==> src/rtl/pfce_pkg.sv <==
package pfce_pkg;

    typedef enum logic [1:0] {
        PF_RECOVER = 2'd0,
        PF_ACTIVE  = 2'd1,
        PF_DRAIN   = 2'd2,
        PF_LOCKED  = 2'd3
    } pf_state_e;

    typedef struct packed {
        logic fail_hi;
        logic fail_lo;
        logic below_sw;
    } pf_flags_t;

    localparam int unsigned PF_FLAG_W = $bits(pf_flags_t);

    function automatic logic pf_pick_fail(input pf_flags_t f, input logic thr);
        return thr ? f.fail_lo : f.fail_hi;
    endfunction

    function automatic int unsigned pf_cnt_width(input int unsigned limit);
        return (limit > 1) ? $clog2(limit) : 1;
    endfunction

endpackage

==> src/rtl/pfce_sync.sv <==
module pfce_sync #(
    parameter int unsigned W      = 3,
    parameter int unsigned STAGES = 2
) (
    input  logic         clk,
    input  logic         rst,
    input  logic [W-1:0] d,
    output logic [W-1:0] q
);
    logic [W-1:0] chain [STAGES];

    always_ff @(posedge clk) begin
        if (rst) chain[0] <= '0;
        else     chain[0] <= d;
    end

    for (genvar s = 1; s < STAGES; s++) begin : g_stage
        always_ff @(posedge clk) begin
            if (rst) chain[s] <= '0;
            else     chain[s] <= chain[s-1];
        end
    end

    assign q = chain[STAGES-1];
endmodule

==> src/rtl/pfce_timer.sv <==
module pfce_timer #(
    parameter int unsigned LIMIT = 8
) (
    input  logic clk,
    input  logic rst,
    input  logic run,
    output logic done
);
    import pfce_pkg::*;
    localparam int unsigned CW   = pf_cnt_width(LIMIT);
    localparam logic [CW-1:0] LAST = CW'(LIMIT - 1);

    logic [CW-1:0] cnt;

    assign done = run && (cnt == LAST);

    always_ff @(posedge clk) begin
        if (rst || !run)  cnt <= '0;
        else if (!done)   cnt <= cnt + 1'b1;
    end


    cnt_in_range_chk: assert property (@(posedge clk) disable iff (rst)
        cnt <= LAST);


    idle_cleared_chk: assert property (@(posedge clk) disable iff (rst)
        !run |=> (cnt == '0));
endmodule

==> src/rtl/pfce_ctrl.sv <==
module pfce_ctrl (
    input  logic clk,
    input  logic rst,
    input  logic host_ce_n,
    input  logic fail,
    input  logic wp_done,
    input  logic rec_done,
    output logic wp_run,
    output logic rec_run,
    output logic mem_ce_n
);
    import pfce_pkg::*;

    pf_state_e state, nxt;

    always_comb begin
        nxt = state;
        unique case (state)
            PF_RECOVER: begin
                if (fail)          nxt = PF_LOCKED;
                else if (rec_done) nxt = PF_ACTIVE;
            end
            PF_ACTIVE: begin
                if (fail) nxt = host_ce_n ? PF_LOCKED : PF_DRAIN;
            end
            PF_DRAIN: begin
                if (host_ce_n || wp_done) nxt = PF_LOCKED;
            end
            PF_LOCKED: begin
                if (!fail) nxt = PF_RECOVER;
            end
            default: nxt = PF_LOCKED;
        endcase
    end

    assign wp_run  = (state == PF_DRAIN);
    assign rec_run = (state == PF_RECOVER);

    always_ff @(posedge clk) begin
        if (rst) begin
            state    <= PF_RECOVER;
            mem_ce_n <= 1'b1;
        end else begin
            state    <= nxt;
            mem_ce_n <= (nxt == PF_ACTIVE || nxt == PF_DRAIN) ? host_ce_n : 1'b1;
        end
    end


    follow_chk: assert property (@(posedge clk) disable iff (rst)
        (state == PF_ACTIVE && !fail) |=> (mem_ce_n == $past(host_ce_n)));


    idle_block_chk: assert property (@(posedge clk) disable iff (rst)
        (fail && host_ce_n) |=> mem_ce_n);


    drain_active_chk: assert property (@(posedge clk) disable iff (rst)
        (state == PF_DRAIN) |-> !mem_ce_n);


    hold_chk: assert property (@(posedge clk) disable iff (rst)
        (state == PF_RECOVER || state == PF_LOCKED) |-> mem_ce_n);


    cancel_chk: assert property (@(posedge clk) disable iff (rst)
        (state == PF_RECOVER && fail) |=> (state == PF_LOCKED));
endmodule

==> src/rtl/pfce_conditioner.sv <==
module pfce_conditioner #(
    parameter int unsigned WP_CYCLES  = 12,
    parameter int unsigned REC_CYCLES = 40
) (
    input  logic clk,
    input  logic rst,
    input  logic host_ce_n,
    input  logic thr_sel,
    input  logic fail_hi,
    input  logic fail_lo,
    input  logic below_sw,
    output logic mem_ce_n,
    output logic bat_sel
);
    import pfce_pkg::*;

    pf_flags_t flags_raw, flags_s;
    logic      fail_sel, wp_run, rec_run, wp_done, rec_done;

    assign flags_raw = '{fail_hi: fail_hi, fail_lo: fail_lo, below_sw: below_sw};

    pfce_sync #(.W(PF_FLAG_W), .STAGES(2)) u_sync (
        .clk (clk),
        .rst (rst),
        .d   (flags_raw),
        .q   (flags_s)
    );

    assign fail_sel = pf_pick_fail(flags_s, thr_sel);

    pfce_timer #(.LIMIT(WP_CYCLES)) u_wp_timer (
        .clk  (clk),
        .rst  (rst),
        .run  (wp_run),
        .done (wp_done)
    );

    pfce_timer #(.LIMIT(REC_CYCLES)) u_rec_timer (
        .clk  (clk),
        .rst  (rst),
        .run  (rec_run),
        .done (rec_done)
    );

    pfce_ctrl u_ctrl (
        .clk       (clk),
        .rst       (rst),
        .host_ce_n (host_ce_n),
        .fail      (fail_sel),
        .wp_done   (wp_done),
        .rec_done  (rec_done),
        .wp_run    (wp_run),
        .rec_run   (rec_run),
        .mem_ce_n  (mem_ce_n)
    );

    always_ff @(posedge clk) begin
        if (rst) bat_sel <= 1'b0;
        else     bat_sel <= flags_s.below_sw;
    end


    bat_on_chk: assert property (@(posedge clk) disable iff (rst)
        flags_s.below_sw |=> bat_sel);


    bat_off_chk: assert property (@(posedge clk) disable iff (rst)
        !flags_s.below_sw |=> !bat_sel);


    initial begin
        wp_limit_chk: assert (WP_CYCLES >= 2 && REC_CYCLES >= 2);
    end
endmodule

==> config.mk <==
export PLATFORM = sky130hd
export DESIGN_NAME = pfce_conditioner
export DESIGN_NICKNAME = d
export VERILOG_FILES = /design/src/rtl/pfce_pkg.sv /design/src/rtl/pfce_sync.sv /design/src/rtl/pfce_timer.sv /design/src/rtl/pfce_ctrl.sv /design/src/rtl/pfce_conditioner.sv
export SDC_FILE = /design/constraint.sdc
export NUM_CORES = 1
export LEC_CHECK = 0
export ABC_AREA = 1
export CELL_PAD_IN_SITES_DETAIL_PLACEMENT = 0
export CELL_PAD_IN_SITES_GLOBAL_PLACEMENT = 1
export CORE_UTILIZATION = 39
export CTS_BUF_LIST = sky130_fd_sc_hd__clkbuf_16
export CTS_CLUSTER_DIAMETER = 80
export DETAILED_ROUTE_END_ITERATION = 8
export PLACE_DENSITY = 0.85
export REMOVE_ABC_BUFFERS = 1
export SYNTH_ARGS = -nofsm -noshare
export SYNTH_HDL_FRONTEND = slang
export SYNTH_HIERARCHICAL = 1
export SYNTH_SLANG_ARGS = --single-unit
==> constraint.sdc <==
create_clock -name clk -period 1.59 [get_ports clk]
set_input_delay 0.477 -clock clk [delete_from_list [all_inputs] [get_ports clk]]
set_output_delay 0.477 -clock clk [all_outputs]
set_load 0.02 [all_outputs]
# Word level (Yosys, flattened, before mapping)
# Memory sizes are Yosys's and may differ from the RTL's.
# Cells that the tools add are included.
# op_classes
addsub,2
n_reduce_logical,10
muxes,13
n_bitwise,3
n_eq_ne,7
# op_table
operator,count
$mux W2,5
$pmux W2 S4,1
$add A6 B1 Y6 const B,1
$eq A2 B2 Y1 const B,3
$eq A6 B6 Y1 const B,1
$mux W3,2
$mux W1,5
$add A4 B1 Y4 const B,1
$eq A2 B1 Y1 const B,2
$eq A4 B4 Y1 const B,1
$logic_or A1 B1 Y1,4
$logic_and A1 B1 Y1,2
$logic_not A1 Y1,2
$logic_not A2 Y1,1
$or A1 B1 Y1,2
$reduce_or A2 Y1,1
$not A1 Y1,1
# word_totals
ff_bits,14
wordCells,41
mem_bits_rw,6
memories,1
output_inout_bits,2
in_bits,7
# memory_table
memory,depth,word_bits,rd,rd_ports_with_merged_regs,write_ports,line_no,text
u_sync.chain,2,3,2,0,2,pfce_sync.sv:10,logic [W-1:0] chain [STAGES];

# Logic depth before layout (Yosys ltp)
# Gate-level depths: netlist (run 1).
# logic_depth
depth_word,9
ltp_mapped,11
ltp_nobuf,11

# Modules after synthesis
# Netlist (run 1), hierarchy kept.
# by_module_without_submodules
module,cells_per_inst,seq_area_each_um2,instances,area_per_inst_um2
pfce_timer (u_rec_timer),47,120.1,1,327.8
pfce_timer (u_wp_timer),30,80.1,1,217.7
pfce_ctrl,32,60.1,1,183.9
pfce_sync,18,120.1,1,165.2
pfce_conditioner,7,20.0,1,42.5

# Worst setup path after synthesis (run 1)
# Ideal clock, no wire load.
# synth_timing
path_kind,register to register
from,register u_rec_timer.cnt[1]
to,register u_ctrl.mem_ce_n
t_arrival_ns,1.213
path_buffers,0
required_time_ns,1.470
path_slack_ns,0.257
setup_ns,0.120
period_less_slack_ns,1.333
stages_incl_launch_ff,11
cell_sequence,dfxtp_1 > ha_1 > nand2_1 > nor2_4 > nand2_2 > inv_1 > nor2_1 > nand2_1 > nand2_1 > nand4_1 > nand3_1
# synth_via
elab_chain_cells,9
elab_cells_between_ends,10
cone_classes,eq/ne (3); mux (3); bitwise (1); reduce/logical (3)
# synth_lines
element,line_no,text
"start, declared",pfce_timer.sv:13,logic [CW-1:0] cnt;
"start signal, assigned",pfce_timer.sv:19,else if (!done) cnt <= cnt + 1'b1;
$eq A6 B6 Y1 (*),pfce_timer.sv:15,assign done = run && (cnt == LAST);
$logic_and A1 B1 Y1 (*),pfce_timer.sv:15,
via rec_done,pfce_conditioner.sv:18,"logic fail_sel, wp_run, rec_run, wp_done, rec_done;"
$mux W2 (*),pfce_ctrl.sv:21,else if (rec_done) nxt = PF_ACTIVE;
$mux W2 (*),pfce_ctrl.sv:20,if (fail) nxt = PF_LOCKED;
$pmux W2 S4 (*),pfce_ctrl.sv:18,unique case (state)
$eq A2 B1 Y1 / $eq A2 B2 Y1 (equally long branches),pfce_ctrl.sv:45,mem_ce_n <= (nxt == PF_ACTIVE || nxt == PF_DRAIN) ? host_ce_n : 1'b1;
$logic_or A1 B1 Y1 (*),pfce_ctrl.sv:45,
$not A1 Y1 (no source line) (*),-,
$reduce_or A2 Y1 (no source line) (*),-,
"end signal, assigned",pfce_ctrl.sv:45,
"end, declared",pfce_ctrl.sv:10,output logic mem_ce_n
# Mark *: on every way through the listed nets, which the timed path passes. The rest lies on a longest branch.
# A chain may end at the register's enable or synchronous reset.

# Worst setup path in the final report (run 1)
# layout_timing
from,input port thr_sel
to,register u_ctrl.mem_ce_n
# layout_via
elab_chain_cells,7
elab_cells_between_ends,10
cone_classes,eq/ne (2); mux (5); bitwise (1); reduce/logical (2)
# layout_lines
element,line_no,text
"start, declared",pfce_conditioner.sv:8,"input logic thr_sel,"
$mux W1 (*),pfce_pkg.sv:19,return thr ? f.fail_lo : f.fail_hi;
via fail_sel,pfce_conditioner.sv:18,
$mux W2 (on tied branches),"pfce_ctrl.sv:30, pfce_ctrl.sv:20, pfce_ctrl.sv:24",
$pmux W2 S4 (*),pfce_ctrl.sv:18,
$eq A2 B1 Y1 / $eq A2 B2 Y1 (equally long branches),pfce_ctrl.sv:45,
$logic_or A1 B1 Y1 (*),pfce_ctrl.sv:45,
$not A1 Y1 (no source line) (*),-,
$reduce_or A2 Y1 (no source line) (*),-,
# Marks and branches as above.

==> results.md, run 1 <==
* Final setup vio count at 0
* Top cell by count, worst path: nand2_1
* Routed wire per std cell at 8.29 um
* Syn. warnings at 6
* Req. time, crit path at 1720 ps
* Placement Cell Area at 1090 um2
* Pwr per Cell Area at 1020 nW/um2
* Cts bufs inserted at 3
* Pin count of the biggest net entering global routing at 12
* RSZ-0062 raised after global routing: false
* Setup Buffers After CTS at 0
* I/O pin count at 9
* Tmin final at 1410 ps
* DR iter-0 viols at 5
* DPL Wire Length at 1200 um
* Layout Skew at 2.69 ps
* Nets@finish at 160
* Top-count cell post-synth: nand2_1
* Commonest cells post-synth: 31 x nand2_1, 25 x inv_1, 22 x nor2_1
* Share of cells above drive strength 1 at 0.160
* Global-route wire length before repair at 2880 um
* Vias per cell at 4.44
* Avg Inst Size Synth at 6.99 um2
* GR Util All Layers at 0.146
* Arrival time at the worst endpoint at 1550 ps
* CP max-delay cell: clkdlybuf4s50_1
* GPL Wtd Cong at 0.733
* Grt ovf at 0
* WL final at 1480 um
* FILL cells at 222
* Worst Tran Pin Value at 341 ps
* Worst vdd ir at 0.000622 V
* Hold WC Path Type: register to register
* Drc violations at 0
* Core Area at 2230 um2
* Synth area leader: dfxtp_1
* Status: completed
* H-tree depth at 1
* Fin area at 1170 um2
* Diodes inserted at 0
* Clk pwr share at 0.422
* Die width at 51.0 um
* Count of clock tree sinks at 20
* Final Hold Fails at 0
* Family with the most delay on the worst path: simple AND/OR/NAND/NOR gates
* Worst-path clk slew at 50 ps
* Main synth FF type: dfxtp_1
* Area growth syn-to-layout at 25.4%
* Max Slew Vio Count at 0
* DR vias at 790
* Synth area leaders: dfxtp_1 43%, nand2_1 12%, inv_1 10%
* Startpoint Class: input pin
* Max-cap violations at 0
* Worst skew pair latency at 240 ps
* Initial Util at 0.420
* Die area at 2600 um2
* Slowest cell delay on critical path at 470 ps
* Vias in the first global route at 742
* Seq pwr share at 0.457
* Distinct cell type count after synthesis at 18
* Critical path, cell by cell: clkdlybuf4s50_1, nand2_1, nand2_2, inv_2, nand2_1, nand2_1, nand2_1, nand3_2, nand2_1, nand3_1
* Comb power frac at 0.121
* CTS tree: done
* Net Switching at 0.264 mW
* Worst rel slew slack at 0.772
* Crit share post-route at 0.890
* Post-DRT Antenna Nets at 0
* Antenna violations before repair at 0
* R2r setup slk at 220 ps
* Seq/Total Area, Yosys at 0.427
* Core Rows at 17
* 1st-pass router iterations at 4
* Crit. End Element: register
* Post-Syn Area at 937 um2
* Number of buffers and inverters on the critical path at 2
* Pint at 0.929 mW
* Pwr Total at 1.19 mW
* IO Port Bufs at 8
* Die H at 51.0 um
* Fraction of registers with async set/reset at 0
* Clock buffer depth at 2
* Synthesized flop and latch total at 20
* CTS Hold Bufs at 0
* Root Driver: clkbuf_16
* Fmax at 707 MHz
* Yosys top cell area share at 0.427
* CP Class: input pin to register
* Cell leakage power at 0.556 nW
* Sw Ratio at 0.221
* Critical-path maximum fanout at 4
* EDFF count, synth at 0
* Cells after Synth at 134
sequential cells by signal, indices dropped and copies added, names as in the netlist:
signal           cells
u_sync/chain         6
u_wp_timer/cnt       4
bat_sel              1
u_ctrl/mem_ce_n      1
u_ctrl/state         2
u_rec_timer/cnt      6
metal layers:
metal	up-vias	global-route usage	part of all wire
li1	433	-	-
met1	346	0.180	0.49
met2	9	0.250	0.47
met3	2	0.0268	0.029
met4	0	0.0556	0.011
met5	-	0	0
area by class of cell:
class / instances / area, um2 / area share
clock buffers: 3 / 75.1 / 0.0639
clock inverters: 1 / 3.75 / 0.00319
inverters: 29 / 109 / 0.0927
multi-input cells: 85 / 430 / 0.366
flip-flops and latches: 20 / 402 / 0.342
well taps: 28 / 35.0 / 0.0298
repair buffers: 12 / 120 / 0.102
placed cells by master, fill, tap and decap left out, drive strengths merged:
cell type,count
nand2,34
inv,29
nor2,26
dfxtp,20
nand3,9
clkdlybuf4s50,6
a21oi,5
nand4,4
buf,4
clkbuf,3
dlygate4sd2,2
xnor2,2
ha,2
clkinv,1
or2,1
o21ai,1
a21boi,1
worst paths after layout:
kind | startpoint | endpoint | cells after the start
max | thr_sel | u_ctrl/mem_ce_n | 10
min reg2reg | u_sync/chain[0][1] | u_sync/chain[1][1] | 2
min | u_sync/chain[0][1] | u_sync/chain[1][1] | 2
max reg2reg | u_wp_timer/cnt[0] | u_ctrl/mem_ce_n | 9
tightest hold or removal path: cells and delay by family (launching register included):
kind          cells  cell delay (ps)
simple gates      1               30
buf+inv           1               40
flops             1              290
cell families (layout without fill, tap and decap cells):
logic type	Yosys count	after routing	share of synthesized area
fa+ha+maj	2	2	0.0267
compound gates	7	7	0.0441
flops	20	20	0.427
buf+inv	29	45	0.116
xor+xnor	2	2	0.0187
simple gates	74	74	0.367
timing repair:
action                     4_1_cts  5_1_grt
setup endpoints to repair        2        1
gates cloned                     0        0
gates resized for setup          2        2
stage by stage:
step | hold slack (ps) | util | setup slack (ps) | setup TNS [ps] | instances
3_3_place_gp | 390 | 0.490 | -83.5 | -142 | 174
3_5_place_dp | 395 | 0.490 | -115 | -202 | 174
2_1_floorplan | 388 | - | 257 | 0 | 134
5_1_grt | 420 | 0.526 | 12.9 | 0 | 178
4_1_cts | 404 | 0.524 | 147 | 0 | 178
6_report | 402 | 0.526 | 175 | 0 | 178
power by group through the flow:
stage / combinational [mW] / clock [mW] / sequential, mW
6_report: 0.145 / 0.503 / 0.545
3_5_place_dp: 0.148 / 0 / 0.555
4_1_cts: 0.147 / 0.520 / 0.544
3_3_place_gp: 0.145 / 0 / 0.554
2_1_floorplan: 0.0868 / 0 / 0.555
5_1_grt: 0.169 / 0.542 / 0.549
(Power assumes the default switching activity.)
==> run 2: changes to the inputs <==
PLACE_DENSITY = unset   (was 0.85)
PLACE_DENSITY_LB_ADDON = 0.25   (was unset)
==> run 2 against run 1 <==
Effect of this change: clock power increased by 36%; count of clock-buffer cells in the layout unchanged; register-to-register slack got worse by 30 ps; critical path depth unchanged; die area unchanged; cell area increased by 2.3%; wire length increased by 9.4%; sequential share of layout area decreased by 0.89 points; sequential power about the same; critical path type unchanged; largest cell class unchanged.
==> results.md, run 2 (synthesis results as in run 1) <==
* Placement Cell Area at 1100 um2
* Fmax at 705 MHz
* Met3 GRT Util at 0.0446
* Number of buffers and inverters on the critical path at 2
* IO Port Bufs at 8
* Antenna violations before repair at 0
* RSZ-0062 raised after global routing: false
* Worst skew pair latency at 250 ps
* Die area at 2600 um2
* Die H at 51.0 um
* Diodes inserted at 0
* CP Class: input pin to register
* CTS Hold Bufs at 0
* Pwr Total at 1.37 mW
* Placed cell count at 176
* GR peak layer: met2
* Biggest regs: u_rec_timer/cnt x6, u_sync/chain x6, u_wp_timer/cnt x4
* Nets@finish at 162
* Req. time, crit path at 1730 ps
* Cts bufs inserted at 3
* Critical path, cell by cell: clkdlybuf4s50_1, nand2_1, nand2_2, inv_2, nand2_1, nand2_1, nand2_1, nand3_2, nand2_1, nand3_1
* Pre-CTS WS at -128 ps
* Final setup vio count at 0
* Worst Tran Pin Value at 212 ps
* Drc violations at 0
* Startpoint Class: input pin
* Grt ovf at 0
* Max Slew Vio Count at 0
* Top cell by count, worst path: nand2_1
* Slowest cell delay on critical path at 470 ps
* Share of cells above drive strength 1 at 0.171
* Crit share post-route at 0.892
* Routed wire per std cell at 8.97 um
* Area growth syn-to-layout at 28.3%
* Tmin final at 1420 ps
* DPL Wire Length at 1250 um
* Max-cap violations at 0
* Core Rows at 17
* Layout Cells excl Fill at 180
* WL final at 1620 um
* Worst rel slew slack at 0.859
* DR vias at 805
* Fin util at 0.538
* Cell leakage power at 0.574 nW
* Setup Buffers After CTS at 0
* FILL cells at 232
* Vias per cell at 4.47
* Fin area at 1200 um2
* Worst Hold Margin at 399 ps
* Most frequent cells in the layout: 30 x nand2_1, 25 x inv_1, 22 x nor2_1
* Die width at 51.0 um
* Met1 usage at 0.188
* Count of clock tree sinks at 20
* CTS tree: done
* GR Util All Layers at 0.168
* Critical-path maximum fanout at 4
* 1st-pass router iterations at 3
* Core Area at 2230 um2
* Worst-path clk slew at 60 ps
* Global-route wire length before repair at 3190 um
* Root Driver: clkbuf_16
* Vias in the first global route at 798
* Final Hold Fails at 0
* DR iter-0 viols at 3
* Family with the most delay on the worst path: simple AND/OR/NAND/NOR gates
* R2r setup slk at 190 ps
* Pwr per Cell Area at 1140 nW/um2
* I/O pin count at 9
* Final Worst Setup Slack at 171 ps
* Layout Skew at 3.55 ps
* Worst vdd ir at 0.000606 V
* Status: completed
* Commonest non-fill, non-tap cell in the layout: nand2_1
* Arrival time at the worst endpoint at 1560 ps
* Initial Util at 0.420
* GPL Wtd Cong at 0.809
* H-tree depth at 1
* M2 GR Usage at 0.285
* Post-DRT Antenna Nets at 0
* Pin count of the biggest net entering global routing at 13
* CP max-delay cell: clkdlybuf4s50_1
* Hold WC Path Type: register to register
* Crit. End Element: register
* Setup_tns at 0 ps
* Clock buffer depth at 2
-- run 2: cell types whose count changed in the layout (fill, tap and decap cells not counted), sizes merged --
| cell | delta |
|---|---|
| buf | +2 |
| bufinv | +1 |
| clkinv | -1 |
-- run 2: final timing paths --
kind	depth (start not counted)	from	end
setup / recovery	10	thr_sel	u_ctrl/mem_ce_n
hold / removal	2	u_sync/chain[0][1]	u_sync/chain[1][1]
setup reg to reg	10	u_rec_timer/cnt[1]	u_ctrl/mem_ce_n
hold reg to reg	2	u_sync/chain[0][1]	u_sync/chain[1][1]
-- run 2: final cells by class --
type | instances | area (um2) | area share
clock buffers | 3 | 75.1 | 0.0624
clock inverters | 1 | 30.0 | 0.0250
inverters | 29 | 109 | 0.0905
multi-input cells | 85 | 430 | 0.358
flip-flops and latches | 20 | 400 | 0.333
well taps | 28 | 35.0 | 0.0291
repair buffers | 14 | 123 | 0.102
-- run 2: power breakdown --
part	switching (mW)	total, mW	internal [mW]
logic	0.0769	0.143	0.0659
clock network	0.186	0.685	0.499
registers	0.0186	0.545	0.526
-- run 2: layer usage --
metal	routed length, um	vias up
li1	-	440
met1	756	350
met2	767	10
met3	50	5
met4	40	0
met5	0	-
-- run 2: worst min-delay path: cells and delay by family, from the launching register on --
| family | cells | cell delay [ps] |
|---|---|---|
| flops | 1 | 290 |
| buf+inv | 1 | 40 |
| simple gates | 1 | 30 |
-- run 2: timing repair --
| action | in CTS | in global routing |
|---|---|---|
| resized for setup | 2 | 1 |
| cloned | 0 | 0 |
| setup endpoints to repair | 2 | 1 |
